### src/rtl/ubt_pkg.sv
package ubt_pkg;

    typedef enum logic [1:0] {
        SEL_MODE = 2'd0,
        SEL_CD   = 2'd1,
        SEL_BDIV = 2'd2,
        SEL_TMO  = 2'd3
    } ubt_sel_e;

    localparam int MODE_W    = 8;
    localparam int FRAME_W   = 4;
    localparam int MAX_FRAME = 12;
    localparam int CD_MIN    = 1;
    localparam int BDIV_MIN  = 4;
    localparam int SLOW_DIV  = 8;

    // Bits per character: start + data + optional parity + stop
    function automatic logic [FRAME_W-1:0] frame_len(input logic [MODE_W-1:0] mode);
        logic [FRAME_W-1:0] n;
        case (mode[2:1])
            2'd3:    n = 4'd7;   // start + 6 data
            2'd2:    n = 4'd8;   // start + 7 data
            default: n = 4'd9;   // start + 8 data
        endcase
        if (mode[5:4] == 2'b00) begin
            n = n + 4'd1;        // even or odd parity bit present
        end
        n = n + ((mode[7:6] == 2'd3) ? 4'd1 : 4'd2);
        return n;
    endfunction

endpackage

### src/rtl/ubt_cfg_regs.sv
module ubt_cfg_regs
    import ubt_pkg::*;
#(
    parameter int          DATA_W  = 32,
    parameter int          CD_W    = 16,
    parameter int          DIV_W   = 8,
    parameter int          TMO_W   = 8,
    parameter int unsigned CD_RST  = 32'h28B,
    parameter int unsigned DIV_RST = 32'hF
) (
    input  logic              clk,
    input  logic              rst_n,
    input  logic              wr_en,
    input  logic [1:0]        wr_sel,
    input  logic [DATA_W-1:0] wr_data,
    output logic [MODE_W-1:0] mode_o,
    output logic [CD_W-1:0]   cd_o,
    output logic [DIV_W-1:0]  div_o,
    output logic [TMO_W-1:0]  tmo_o,
    output logic              restart_o
);

    typedef struct packed {
        logic [MODE_W-1:0] mode;
        logic [CD_W-1:0]   cd;
        logic [DIV_W-1:0]  div;
        logic [TMO_W-1:0]  tmo;
    } cfg_t;

    cfg_t cfg_d, cfg_q;
    logic restart_d;
    logic cd_legal, div_legal;

    assign cd_legal  = (wr_data >= DATA_W'(CD_MIN));
    assign div_legal = (wr_data >= DATA_W'(BDIV_MIN));

    always_comb begin
        cfg_d     = cfg_q;
        restart_d = 1'b0;
        if (wr_en) begin
            case (wr_sel)
                SEL_MODE: begin
                    cfg_d.mode = wr_data[MODE_W-1:0];
                    restart_d  = 1'b1;
                end
                SEL_CD: begin
                    if (cd_legal) begin
                        cfg_d.cd  = wr_data[CD_W-1:0];
                        restart_d = 1'b1;
                    end
                end
                SEL_BDIV: begin
                    if (div_legal) begin
                        cfg_d.div = wr_data[DIV_W-1:0];
                        restart_d = 1'b1;
                    end
                end
                default: begin
                    cfg_d.tmo = wr_data[TMO_W-1:0];
                end
            endcase
        end
    end

    always_ff @(posedge clk or negedge rst_n) begin
        if (!rst_n) begin
            cfg_q.mode <= '0;
            cfg_q.cd   <= CD_W'(CD_RST);
            cfg_q.div  <= DIV_W'(DIV_RST);
            cfg_q.tmo  <= '0;
        end else begin
            cfg_q <= cfg_d;
        end
    end

    assign mode_o    = cfg_q.mode;
    assign cd_o      = cfg_q.cd;
    assign div_o     = cfg_q.div;
    assign tmo_o     = cfg_q.tmo;
    assign restart_o = restart_d;

endmodule

### src/rtl/ubt_tick_gen.sv
module ubt_tick_gen #(
    parameter int CD_W     = 16,
    parameter int PRESCALE = 8
) (
    input  logic            clk,
    input  logic            rst_n,
    input  logic            restart_i,
    input  logic            slow_i,
    input  logic [CD_W-1:0] cd_i,
    output logic            tick_o
);

    localparam int PS_W = (PRESCALE > 1) ? $clog2(PRESCALE) : 1;

    typedef struct packed {
        logic [PS_W-1:0] ps;
        logic [CD_W-1:0] cnt;
        logic            tick;
    } tg_t;

    tg_t  st_d, st_q;
    logic ce;

    generate
        if (PRESCALE > 1) begin : g_prescale
            assign ce = !slow_i || (st_q.ps == PS_W'(PRESCALE - 1));
        end else begin : g_direct
            assign ce = 1'b1 | slow_i;
        end
    endgenerate

    always_comb begin
        st_d      = st_q;
        st_d.tick = 1'b0;
        if (restart_i) begin
            st_d = '0;
        end else begin
            if (slow_i && !ce) begin
                st_d.ps = st_q.ps + 1'b1;
            end else begin
                st_d.ps = '0;
            end
            if (ce) begin
                if (st_q.cnt == CD_W'(cd_i - 1'b1)) begin
                    st_d.cnt  = '0;
                    st_d.tick = 1'b1;
                end else begin
                    st_d.cnt = st_q.cnt + 1'b1;
                end
            end
        end
    end

    always_ff @(posedge clk or negedge rst_n) begin
        if (!rst_n) begin
            st_q <= '0;
        end else begin
            st_q <= st_d;
        end
    end

    assign tick_o = st_q.tick;

endmodule

### src/rtl/ubt_bit_div.sv
module ubt_bit_div #(
    parameter int DIV_W = 8
) (
    input  logic             clk,
    input  logic             rst_n,
    input  logic             restart_i,
    input  logic             tick_i,
    input  logic [DIV_W-1:0] div_i,
    output logic             bit_o
);

    typedef struct packed {
        logic [DIV_W-1:0] cnt;
        logic             bit_en;
    } bd_t;

    bd_t st_d, st_q;

    always_comb begin
        st_d        = st_q;
        st_d.bit_en = 1'b0;
        if (restart_i) begin
            st_d = '0;
        end else if (tick_i) begin
            if (st_q.cnt == div_i) begin
                st_d.cnt    = '0;
                st_d.bit_en = 1'b1;
            end else begin
                st_d.cnt = st_q.cnt + 1'b1;
            end
        end
    end

    always_ff @(posedge clk or negedge rst_n) begin
        if (!rst_n) begin
            st_q <= '0;
        end else begin
            st_q <= st_d;
        end
    end

    assign bit_o = st_q.bit_en;

endmodule

### src/rtl/ubt_rx_timer.sv
module ubt_rx_timer
    import ubt_pkg::*;
#(
    parameter int TMO_W     = 8,
    parameter int TMO_CHARS = 4
) (
    input  logic               clk,
    input  logic               rst_n,
    input  logic               rx_byte_i,
    input  logic               bit_i,
    input  logic [FRAME_W-1:0] frame_i,
    input  logic [TMO_W-1:0]   tmo_i,
    output logic               timeout_o
);

    localparam int LIM_W = $clog2(MAX_FRAME * TMO_CHARS + 1);

    typedef struct packed {
        logic             armed;
        logic [LIM_W-1:0] cnt;
        logic             fire;
    } rt_t;

    rt_t              st_d, st_q;
    logic [LIM_W-1:0] limit;

    assign limit = LIM_W'(TMO_CHARS * int'(frame_i));

    always_comb begin
        st_d      = st_q;
        st_d.fire = 1'b0;
        if (rx_byte_i) begin
            st_d.armed = 1'b1;
            st_d.cnt   = '0;
        end else if (st_q.armed && bit_i) begin
            if (st_q.cnt == LIM_W'(limit - 1'b1)) begin
                st_d.armed = 1'b0;
                st_d.cnt   = '0;
                st_d.fire  = |tmo_i;
            end else begin
                st_d.cnt = st_q.cnt + 1'b1;
            end
        end
    end

    always_ff @(posedge clk or negedge rst_n) begin
        if (!rst_n) begin
            st_q <= '0;
        end else begin
            st_q <= st_d;
        end
    end

    assign timeout_o = st_q.fire;

endmodule

### src/rtl/ubt_baud_timer.sv
module ubt_baud_timer
    import ubt_pkg::*;
#(
    parameter int          DATA_W    = 32,
    parameter int          CD_W      = 16,
    parameter int          DIV_W     = 8,
    parameter int          TMO_W     = 8,
    parameter int          TMO_CHARS = 4,
    parameter int unsigned CD_RST    = 32'h28B,
    parameter int unsigned DIV_RST   = 32'hF
) (
    input  logic              clk,
    input  logic              rst_n,
    input  logic              wr_en,
    input  logic [1:0]        wr_sel,
    input  logic [DATA_W-1:0] wr_data,
    input  logic              rx_byte,
    output logic              baud_tick,
    output logic              bit_en,
    output logic              rx_timeout
);

    logic [MODE_W-1:0]  cfg_mode;
    logic [CD_W-1:0]    cfg_cd;
    logic [DIV_W-1:0]   cfg_div;
    logic [TMO_W-1:0]   cfg_tmo;
    logic               restart;
    logic [FRAME_W-1:0] frame_bits;

    ubt_cfg_regs #(
        .DATA_W (DATA_W),
        .CD_W   (CD_W),
        .DIV_W  (DIV_W),
        .TMO_W  (TMO_W),
        .CD_RST (CD_RST),
        .DIV_RST(DIV_RST)
    ) u_cfg (
        .clk      (clk),
        .rst_n    (rst_n),
        .wr_en    (wr_en),
        .wr_sel   (wr_sel),
        .wr_data  (wr_data),
        .mode_o   (cfg_mode),
        .cd_o     (cfg_cd),
        .div_o    (cfg_div),
        .tmo_o    (cfg_tmo),
        .restart_o(restart)
    );

    ubt_tick_gen #(
        .CD_W    (CD_W),
        .PRESCALE(SLOW_DIV)
    ) u_tick (
        .clk      (clk),
        .rst_n    (rst_n),
        .restart_i(restart),
        .slow_i   (cfg_mode[0]),
        .cd_i     (cfg_cd),
        .tick_o   (baud_tick)
    );

    ubt_bit_div #(
        .DIV_W(DIV_W)
    ) u_div (
        .clk      (clk),
        .rst_n    (rst_n),
        .restart_i(restart),
        .tick_i   (baud_tick),
        .div_i    (cfg_div),
        .bit_o    (bit_en)
    );

    always_comb begin
        frame_bits = frame_len(cfg_mode);
    end

    ubt_rx_timer #(
        .TMO_W    (TMO_W),
        .TMO_CHARS(TMO_CHARS)
    ) u_rxto (
        .clk      (clk),
        .rst_n    (rst_n),
        .rx_byte_i(rx_byte),
        .bit_i    (bit_en),
        .frame_i  (frame_bits),
        .tmo_i    (cfg_tmo),
        .timeout_o(rx_timeout)
    );

endmodule

### config.mk
export PLATFORM = sky130hd
export DESIGN_NAME = ubt_baud_timer
export DESIGN_NICKNAME = d
export VERILOG_FILES = /design/src/rtl/ubt_pkg.sv /design/src/rtl/ubt_cfg_regs.sv /design/src/rtl/ubt_tick_gen.sv /design/src/rtl/ubt_bit_div.sv /design/src/rtl/ubt_rx_timer.sv /design/src/rtl/ubt_baud_timer.sv
export SDC_FILE = /design/constraint.sdc
export NUM_CORES = 1
export LEC_CHECK = 0
export BUFFER_PORTS_ARGS = -buffer_cell sky130_fd_sc_hd__buf_2
export CAP_MARGIN = 20
export CELL_PAD_IN_SITES_DETAIL_PLACEMENT = 0
export CELL_PAD_IN_SITES_GLOBAL_PLACEMENT = 1
export CORE_MARGIN = 4
export CORE_UTILIZATION = 30
export CTS_BUF_LIST = sky130_fd_sc_hd__clkbuf_4
export CTS_CLUSTER_SIZE = 12
export DETAILED_ROUTE_END_ITERATION = 6
export GPL_TIMING_DRIVEN = 0
export HOLD_SLACK_MARGIN = 0.08
export PLACE_DENSITY_LB_ADDON = 0.3
export SYNTH_ARGS = -nofsm -noshare
export SYNTH_HDL_FRONTEND = slang
export SYNTH_SLANG_ARGS = --single-unit
### constraint.sdc
create_clock -name clk -period 6.9 [get_ports clk]
set_input_delay 1.035 -clock clk [delete_from_list [all_inputs] [get_ports clk]]
set_output_delay 1.035 -clock clk [all_outputs]
set_load 0.01 [all_outputs]
[Word-level counts from Yosys, hierarchy flattened]
Index checks and enable logic that the tools add are counted.
Word-level totals
  bits of input ports: 38
  register bits: 77
  logic and storage cells: 72
  output and inout port bits: 3
Cells by class
  $lt $le $gt $ge: 2
  bitwise operators: 1
  equal/unequal tests: 9
  reductions and logical operators: 18
  $add $sub $neg: 8
  multiplexer cells: 22
Operators by type and width (count)
  $ge 32x1->1 const B: 1
  $ge 32x3->1 const B: 1
  $mux 20: 1
  $mux 9: 2
  $mux 17: 1
  $add 16x1->16 const B: 1
  $eq 16x16->1: 1
  $mux 16: 1
  $mux 8: 2
  $sub 16x1->16 const B: 1
  $add 8x1->8 const B: 1
  $eq 2x2->1 const B: 4
  $eq 8x8->1: 1
  $mux 1: 8
  $pmux 4 s2: 1
  $reduce_bool 2->1: 4
  $reduce_or 8->1: 1
  $mux 7: 1
  $add 6x1->6 const B: 1
  $eq 6x6->1: 1
  $mux 6: 1
  $reduce_and 2->1: 3
  $reduce_and 3->1: 2
  $sub 6x1->6 const B: 1
  15 further kinds: 18

[Depth between registers and ports, before layout]
Gate-level depths: netlist of run 1.
  depth after elaboration: 10
  gate-level depth with buffers: 13
  depth with buffers taken out: 13

[By module]
Synthesis of run 1 repeated with hierarchy kept, for this count alone.
Second synthesis, totals
  cells, all modules: 416
  area total of the unflattened synthesis: 4395.5 um^2
Modules (own cells, without submodules)
  ubt_cfg_regs: area an instance 1656.6 um^2, cells each 106, times used 1, sequential area each 1012.2 um^2
  ubt_tick_gen: area an instance 1564.0 um^2, cells each 187, times used 1, sequential area each 500.5 um^2
  ubt_bit_div: area an instance 546.8 um^2, cells each 57, times used 1, sequential area each 225.2 um^2
  ubt_rx_timer: area an instance 528.0 um^2, cells each 54, times used 1, sequential area each 200.2 um^2
  ubt_baud_timer: area an instance 100.1 um^2, cells each 12, times used 1, sequential area each 0.0 um^2

[Worst setup path before layout of run 1]
No wires, ideal clock.
  path kind: flip-flop to flip-flop
  start: reg u_cfg.cfg_q, in the netlist u_cfg.mode_o[1]
  end: reg u_rxto.st_q[6] (netlist bit)
  period minus slack after synthesis: 3.033 ns
  data required time: 6.776 ns
  path buffers: 0
  arrival time: 2.909 ns
  setup slack: 3.867 ns
  stages on the path, launching flop included: 14
  setup time: 0.124 ns
  cell sequence: dfrtp_1 > and2_1 > ha_1 > nor3_1 > or2_2 > fa_1 > inv_1 > ha_1 > xor2_1 > nand3_1 > a2bb2oi_1 > o21ai_0 > nor2_1 > a211o_1
On the way
  longest elaborated chain between the ends: 10
  elaborated cells on any way between the ends: 11
  classes of those cells: 3 x add/sub; 3 x eq/ne; 5 x mux
RTL lines
  start, declared: RTL line ubt_cfg_regs.sv:30  | cfg_t cfg_d, cfg_q;
  start signal, assigned: RTL line ubt_cfg_regs.sv:72  | cfg_q <= cfg_d;
  $eq 2x2->1: RTL line ubt_pkg.sv:20  | case (mode[2:1])
  $pmux 4 s2 *: RTL line ubt_pkg.sv:20
  $add 4x1->4: RTL line ubt_pkg.sv:26  | n = n + 4'd1;
  $mux 4 *: RTL line ubt_pkg.sv:25  | if (mode[5:4] == 2'b00) begin
  $add 4x2->4 *: RTL line ubt_pkg.sv:28  | n = n + ((mode[7:6] == 2'd3) ? 4'd1 : 4'd2);
  $sub 6x1->6 *: RTL line ubt_rx_timer.sv:36  | if (st_q.cnt == LIM_W'(limit - 1'b1)) begin
  $eq 6x6->1 *: RTL line ubt_rx_timer.sv:36
  $mux 6 *: RTL line ubt_rx_timer.sv:36
  $mux 8 *: RTL line ubt_rx_timer.sv:35  | end else if (st_q.armed && bit_i) begin
  $mux 7 *: RTL line ubt_rx_timer.sv:32  | if (rx_byte_i) begin
  end signal, assigned: RTL line ubt_rx_timer.sv:50  | st_q <= st_d;
  end, declared: RTL line ubt_rx_timer.sv:24  | rt_t st_d, st_q;
Mark *: on every way between the ends. The rest lies on a longest branch, timed or not. The select of a mux whose other input is x is not followed.
A chain may end at the register's enable or synchronous reset.

[Worst setup path in the final report of run 1]
Same ends and word-level chain as after synthesis.

==> impl_metrics.env, run 1 <==
export IMPL_syn_inst=446
export IMPL_grt_pass1_wl_mm=17.9
export IMPL_synth_xor_xnor_area_share=0.0672
export IMPL_cts_root_buf="clkbuf_4"
export IMPL_ys_ff_latch=76
export IMPL_nFillCells=1491
export IMPL_yosys_area_share_simple=0.211
export IMPL_wl_mm=11.1
export IMPL_cts_sinks=76
export IMPL_crit_arrival_ns=3.83
export IMPL_slowest_delay_ns=0.54
export IMPL_overflow=0
export IMPL_vias=3677
export IMPL_synth_ff_type="dfrtp_1"
export IMPL_layout_area_seq_um2=1910
export IMPL_ff2ff_path_depth=13
export IMPL_cts_resized=0
export IMPL_layout_common_cells="67 x dfrtp_1, 41 x buf_2, 41 x mux2_2"
export IMPL_cts_max_level=3
export IMPL_synth_top_family_by_area="simple AND/OR/NAND/NOR gates"
export IMPL_p_sw_frac=0.344
export IMPL_synth_edf_count=0
export IMPL_vias_per_cell=5.34
export IMPL_drt_iter0_markers=350
export IMPL_grt_met1_usage=0.198
export IMPL_finalCritPeriodShare=0.502
export IMPL_syn_to_final_growth_pct=13.0
export IMPL_hp_class="input port to async pin"
export IMPL_synth_distinct_cells=63
export IMPL_crit_buf_inv=1
export IMPL_slew_viol_final=0
export IMPL_grt_busiest_layer="met1"
export IMPL_fin_crit_ns=3.47
export IMPL_p_seq_frac=0.492
export IMPL_hpwl_mm=8.17
export IMPL_post_cts_setup_buffers=0
export IMPL_p_int_mw=0.730
export IMPL_numCtsBuffers=9
export IMPL_path_cells="and2_1, ha_1, nor3_1, or2_2, fa_1, inv_1, ha_1, xor2_1, nand3_1, a2bb2oi_1, o21ai_0, nor2_1, a211o_1"
export IMPL_multi_input_area_um2=2450
export IMPL_synth_compound_area_frac=0.128
export IMPL_grt_max_degree=63
export IMPL_final_util=0.348
export IMPL_antenna_left=0
export IMPL_dieArea_um2=17000
export IMPL_netSwitchingPower_mw=0.382
export IMPL_cp_depth=13
export IMPL_die_w_um=131
export IMPL_postCtsHoldBufs=0
export IMPL_grt_pass1_vias=3502
export IMPL_portBuffers=39
export IMPL_hold_viol=0
export IMPL_first_pass_iters=4
export IMPL_worst_pin_slew_ns=0.930
export IMPL_avgSynthCellArea_um2=10.1
export IMPL_nNetsFinal=547
export IMPL_muxShareOfSynthArea=0.105
export IMPL_drive_above_1_share=0.247
export IMPL_start_kind="flip-flop"
export IMPL_wl_per_cell_um=16.2
export IMPL_drc=0
export IMPL_relSlewSlack=0.371
export IMPL_start_util=0.308
export IMPL_power_share_clock=0.234
export IMPL_fin_setup_tns_ns=0
export IMPL_cp_required_ns=7.27
export IMPL_critPathKind="flip-flop to flip-flop"
export IMPL_boundaryPins=41
export IMPL_synth_area_um2=4500
export IMPL_track_usage=0.135
export IMPL_clkLatencyLatePin_ns=0.46
export IMPL_worst_clock_skew_ns=0.0205
export IMPL_use_met3=0.0220
export IMPL_yosys_warnings=0
export IMPL_setup_viol=0
export IMPL_final_common_cell="dfrtp_1"
export IMPL_p_leak_nw=2.08
export IMPL_die_h_um=131
export IMPL_p_per_area_nw_per_um2=218
export IMPL_crit_family="adder cells"
export IMPL_clk_pin_slew_ns=0.15
export IMPL_grt_setup_unrepaired="no"
export IMPL_postSynth_asyncResetShare=1.00
export IMPL_antenna_found_initial=1
export IMPL_ys_seq_area_frac=0.425
export IMPL_status="complete, no violations"
export IMPL_max_freq_ghz=0.289
export IMPL_slowest_stage="fa_1"
export IMPL_coreArea_um2=14600
export IMPL_cts_tree="done"
export IMPL_cap_violations=0
export IMPL_worst_setup_path_end_kind="flip-flop"
export IMPL_grt_use_met2=0.192
export IMPL_synth_fp_nets=495
export IMPL_row_count=44
export IMPL_ir_worst_vdd_v=0.0000797
export IMPL_critPathMaxFanout=6
export IMPL_clockBufferDepth=2
export IMPL_gp_congestion=0.814
export IMPL_power_frac_comb=0.274
export IMPL_crit_top_cell="ha_1"
export IMPL_synth_fa_ha_area_frac=0.0322
==> cells by family after synthesis <==
logic type	count (synthesis)
simple gates	173
compound gates	79
flops	76
mux	42
xor+xnor	33
buf+inv	32
fa+ha+maj	11
==> through the flow <==
stage | power [mW] | hold slack, ns | instance area, um2 | instances | setup slack [ns]
after floorplan | 0.772 | 0.410 | 4500 | 446 | 3.87
after global placement | 0.848 | 0.424 | 4930 | 669 | 3.34
after detailed placement | 0.860 | 0.434 | 4960 | 670 | 3.36
after CTS | 1.13 | 0.401 | 5080 | 686 | 3.41
after global routing | 1.19 | 0.411 | 5090 | 688 | 3.22
final | 1.11 | 0.429 | 5090 | 688 | 3.43
==> cells in the mapped netlist (3+ instances only) <==
master	instances	share of area
inv_1	14	0.012
clkbuf_1	13	0.011
nand4_1	10	0.014
or4b_1	3	0.0067
ha_1	10	0.028
nand3_1	13	0.014
dfstp_2	9	0.053
or2_2	5	0.0069
dfrtp_1	67	0.37
nor4_1	17	0.024
nand2_1	30	0.025
a22o_1	6	0.012
and2_1	4	0.0056
nor3b_1	6	0.010
or3_1	7	0.0097
nor4b_1	5	0.0097
a32o_1	3	0.0067
a211oi_1	5	0.0083
xnor2_1	19	0.037
nand2b_1	3	0.0042
nor2_1	35	0.029
and3_1	5	0.0069
o21ai_1	6	0.0067
o31a_1	3	0.0058
mux2_2	41	0.10
a21o_1	6	0.010
nor3_1	14	0.016
o21ai_0	12	0.013
a211o_1	3	0.0058
xor2_1	13	0.025
a21oi_1	12	0.013
o31ai_1	8	0.013
==> per-layer routing <==
layer | routed length, um | vias up
met2 | 4690 | 99
met4 | 271 | 0
met3 | 543 | 22
li1 | - | 1767
met1 | 5630 | 1789
met5 | 0 | -
==> power groups by stage <==
stage | Clock, mW | Combinational (mW) | Sequential, mW
6_report | 0.260 | 0.305 | 0.547
5_1_grt | 0.292 | 0.341 | 0.556
4_1_cts | 0.275 | 0.307 | 0.548
3_5_place_dp | 0 | 0.304 | 0.556
3_3_place_gp | 0 | 0.294 | 0.554
2_1_floorplan | 0 | 0.229 | 0.543
==> final timing paths <==
kind	from	endpoint	slack, ns
min in group clk	u_tick.st_q[17]	u_tick.st_q[17]	0.44
setup / recovery	u_cfg.mode_o[1]	u_rxto.st_q[6]	3.43
setup reg to reg	u_cfg.mode_o[1]	u_rxto.st_q[6]	3.43
max in group asynchronous	rst_n	u_cfg.cd_o[9]	5.83
hold reg to reg	u_tick.st_q[17]	u_tick.st_q[17]	0.44
hold / removal	rst_n	u_tick.st_q[4]	0.43
==> layout make-up <==
cell class | count | share of cell area
Antenna cell | 1 | 0.000492
Buffer | 18 | 0.0174
Clock buffer | 10 | 0.0147
Clock inverter | 6 | 0.00958
Inverter | 14 | 0.0103
Multi-Input combinational cell | 338 | 0.481
Sequential cell | 76 | 0.376
Tap cell | 184 | 0.0452
Timing Repair Buffer | 41 | 0.0452
==> sequential cells by signal (all words and copies together), names as in the netlist <==
| signal | cells |
|---|---|
| u_div.st_q | 8 |
| u_cfg.div_o | 8 |
| u_rxto.timeout_o | 1 |
| u_div.bit_o | 1 |
| u_cfg.mode_o | 7 |
| u_tick.tick_o | 1 |
| u_rxto.st_q | 7 |
| u_tick.st_q | 19 |
| u_cfg.tmo_o | 8 |
| u_cfg.cd_o | 16 |
Note: power is estimated with default switching activity, not from simulation.
==> run 2, diff against run 1 <==
- clock period: 6.9 -> 3.5 ns (I/O delays scaled with it)
==> run 2 against run 1 <==
Clock power is 98% higher. Die area did not move. Critical path depth fell by 1. Utilization grew 0.068 points. Register-to-register slack lost 3.3 ns. Global-route usage unchanged. Final area grew 0.20%. Critical endpoint is now u_rxto.st_q[3]. Power rose by 97%. Hold slack worse by 0.17 ns. First-iteration DRC count is 8.0% lower. Clock-buffer cell count did not move. Highest routed layer unchanged.
==> impl_metrics.env, run 2 (synthesized netlist as in run 1, its figures left out) <==
export IMPL_status="complete, no violations"
export IMPL_dp_cells=670
export IMPL_setup_viol=0
export IMPL_start_util=0.308
export IMPL_use_met3=0.0220
export IMPL_boundaryPins=41
export IMPL_cap_violations=0
export IMPL_finalCritPeriodShare=0.952
export IMPL_grt_busiest_layer="met1"
export IMPL_coreArea_um2=14600
export IMPL_hold_slack_ns=0.255
export IMPL_overflow=0
export IMPL_cts_root_buf="clkbuf_4"
export IMPL_p_per_area_nw_per_um2=431
export IMPL_worst_clock_skew_ns=0.0208
export IMPL_worst_setup_path_end_kind="flip-flop"
export IMPL_fin_setup_tns_ns=0
export IMPL_slowest_stage="dfrtp_1"
export IMPL_critPathMaxFanout=4
export IMPL_wl_per_cell_um=16.2
export IMPL_clkLatencyLatePin_ns=0.46
export IMPL_p_leak_nw=2.08
export IMPL_die_w_um=131
export IMPL_first_pass_iters=4
export IMPL_gp_congestion=0.814
export IMPL_relSlewSlack=0.386
export IMPL_layout_common_cells="67 x dfrtp_1, 41 x buf_2, 41 x mux2_2"
export IMPL_regMostFlops="u_tick.st_q"
export IMPL_final_util=0.348
export IMPL_die_h_um=131
export IMPL_track_usage=0.135
export IMPL_drt_iter0_markers=322
export IMPL_grt_met1_usage=0.198
export IMPL_grt_pass1_vias=3506
export IMPL_power_mw=2.20
export IMPL_clockBufferDepth=2
export IMPL_drc=0
export IMPL_portBuffers=39
export IMPL_dieArea_um2=17000
export IMPL_largest_reg_flops=19
export IMPL_crit_family="simple AND/OR/NAND/NOR gates"
export IMPL_antenna_left=0
export IMPL_worst_pin_slew_ns=0.907
export IMPL_hold_viol=0
export IMPL_nNetsFinal=548
export IMPL_ir_worst_vdd_v=0.000158
export IMPL_syn_to_final_growth_pct=13.2
export IMPL_grt_max_degree=63
export IMPL_drive_above_1_share=0.246
export IMPL_final_common_cell="dfrtp_1"
export IMPL_grt_pass1_wl_mm=17.9
export IMPL_cp_required_ns=3.90
export IMPL_path_cells="and2_1, ha_1, nor3_1, or2_2, ha_1, a21oi_1, mux2i_1, xnor3_1, a2bb2oi_1, nor2_1, or3_1, a21oi_1"
export IMPL_hpwl_mm=8.17
export IMPL_nFillCells=1491
export IMPL_hp_class="input port to flip-flop"
export IMPL_crit_arrival_ns=3.74
export IMPL_start_kind="flip-flop"
export IMPL_vias=3663
export IMPL_numCtsBuffers=9
export IMPL_vias_per_cell=5.32
export IMPL_slowest_delay_ns=0.44
export IMPL_fin_crit_ns=3.33
export IMPL_antenna_found_initial=1
export IMPL_clk_pin_slew_ns=0.15
export IMPL_cts_max_level=3
export IMPL_cts_tree="done"
export IMPL_max_freq_ghz=0.300
export IMPL_cts_sinks=76
export IMPL_stdcell_count=689
export IMPL_wl_mm=11.1
export IMPL_critPathKind="flip-flop to flip-flop"
export IMPL_row_count=44
export IMPL_crit_buf_inv=0
export IMPL_grt_use_met2=0.192
export IMPL_slew_viol_final=0
export IMPL_grt_setup_unrepaired="no"
run 2: changes by cell type in the layout (fill, tap and decap cells not counted):
cell | before | now
dlygate4sd3_1 | 0 | 1
o21ai_1 | 6 | 7
o21ai_0 | 12 | 11
run 2: power by group:
| part | internal (mW) | switching, mW | leakage (nW) |
|---|---|---|---|
| clock | 0.159 | 0.356 | 0.0596 |
| sequential | 0.992 | 0.0874 | 0.957 |
| combinational | 0.289 | 0.313 | 1.06 |
| total | 1.44 | 0.756 | 2.08 |
run 2: final timing paths:
check	startpoint	end	slack, ns	cells past startpoint
max reg2reg	u_cfg.mode_o[1]	u_rxto.st_q[3]	0.17	12
min	rx_byte	u_rxto.st_q[3]	0.25	2
max in group asynchronous	rst_n	u_cfg.cd_o[9]	2.40	3
max	u_cfg.mode_o[1]	u_rxto.st_q[3]	0.17	12
min reg2reg	u_tick.st_q[17]	u_tick.st_q[17]	0.44	1
min in group asynchronous	rst_n	u_tick.st_q[4]	0.46	2
run 2: per-layer routing:
| metal | up-vias | share of wire |
|---|---|---|
| met5 | - | 0 |
| met4 | 0 | 0.021 |
| met3 | 15 | 0.042 |
| met2 | 88 | 0.43 |
| met1 | 1795 | 0.51 |
| li1 | 1765 | - |
run 2: cell type report:
| type | instances | area, um2 | area share |
|---|---|---|---|
| Clock inverter | 6 | 48.8 | 0.00957 |
| Buffer | 18 | 88.8 | 0.0174 |
| Multi-Input combinational cell | 338 | 2450 | 0.480 |
| Inverter | 14 | 52.6 | 0.0103 |
| Antenna cell | 1 | 2.50 | 0.000491 |
| Tap cell | 184 | 230 | 0.0451 |
| Sequential cell | 76 | 1910 | 0.375 |
| Timing Repair Buffer | 42 | 240 | 0.0471 |
| Clock buffer | 10 | 75.1 | 0.0147 |
run 2: per-stage QoR:
stage	instance area (um2)	worst slack, ns
after detailed placement	4960	0.0478
after global routing	5100	0.0120
after CTS	5090	0.0119
after global placement	4930	0.164
final	5100	0.169
after floorplan	4500	0.467
run 2: worst reg2reg max path, cell delays in order (launching register included):
cell,delay [ns]
dfrtp_1,0.44
and2_1,0.18
ha_1,0.27
nor3_1,0.04
or2_2,0.31
ha_1,0.29
a21oi_1,0.19
mux2i_1,0.34
xnor3_1,0.38
a2bb2oi_1,0.23
nor2_1,0.13
or3_1,0.36
a21oi_1,0.12
run 2: repair_timing:
action	CTS	global route
gates resized for setup	0	1
endpoints found under the setup margin	0	3
hold buffers	1	0
hold endpoints to repair	14	0
buffers inserted	0	0
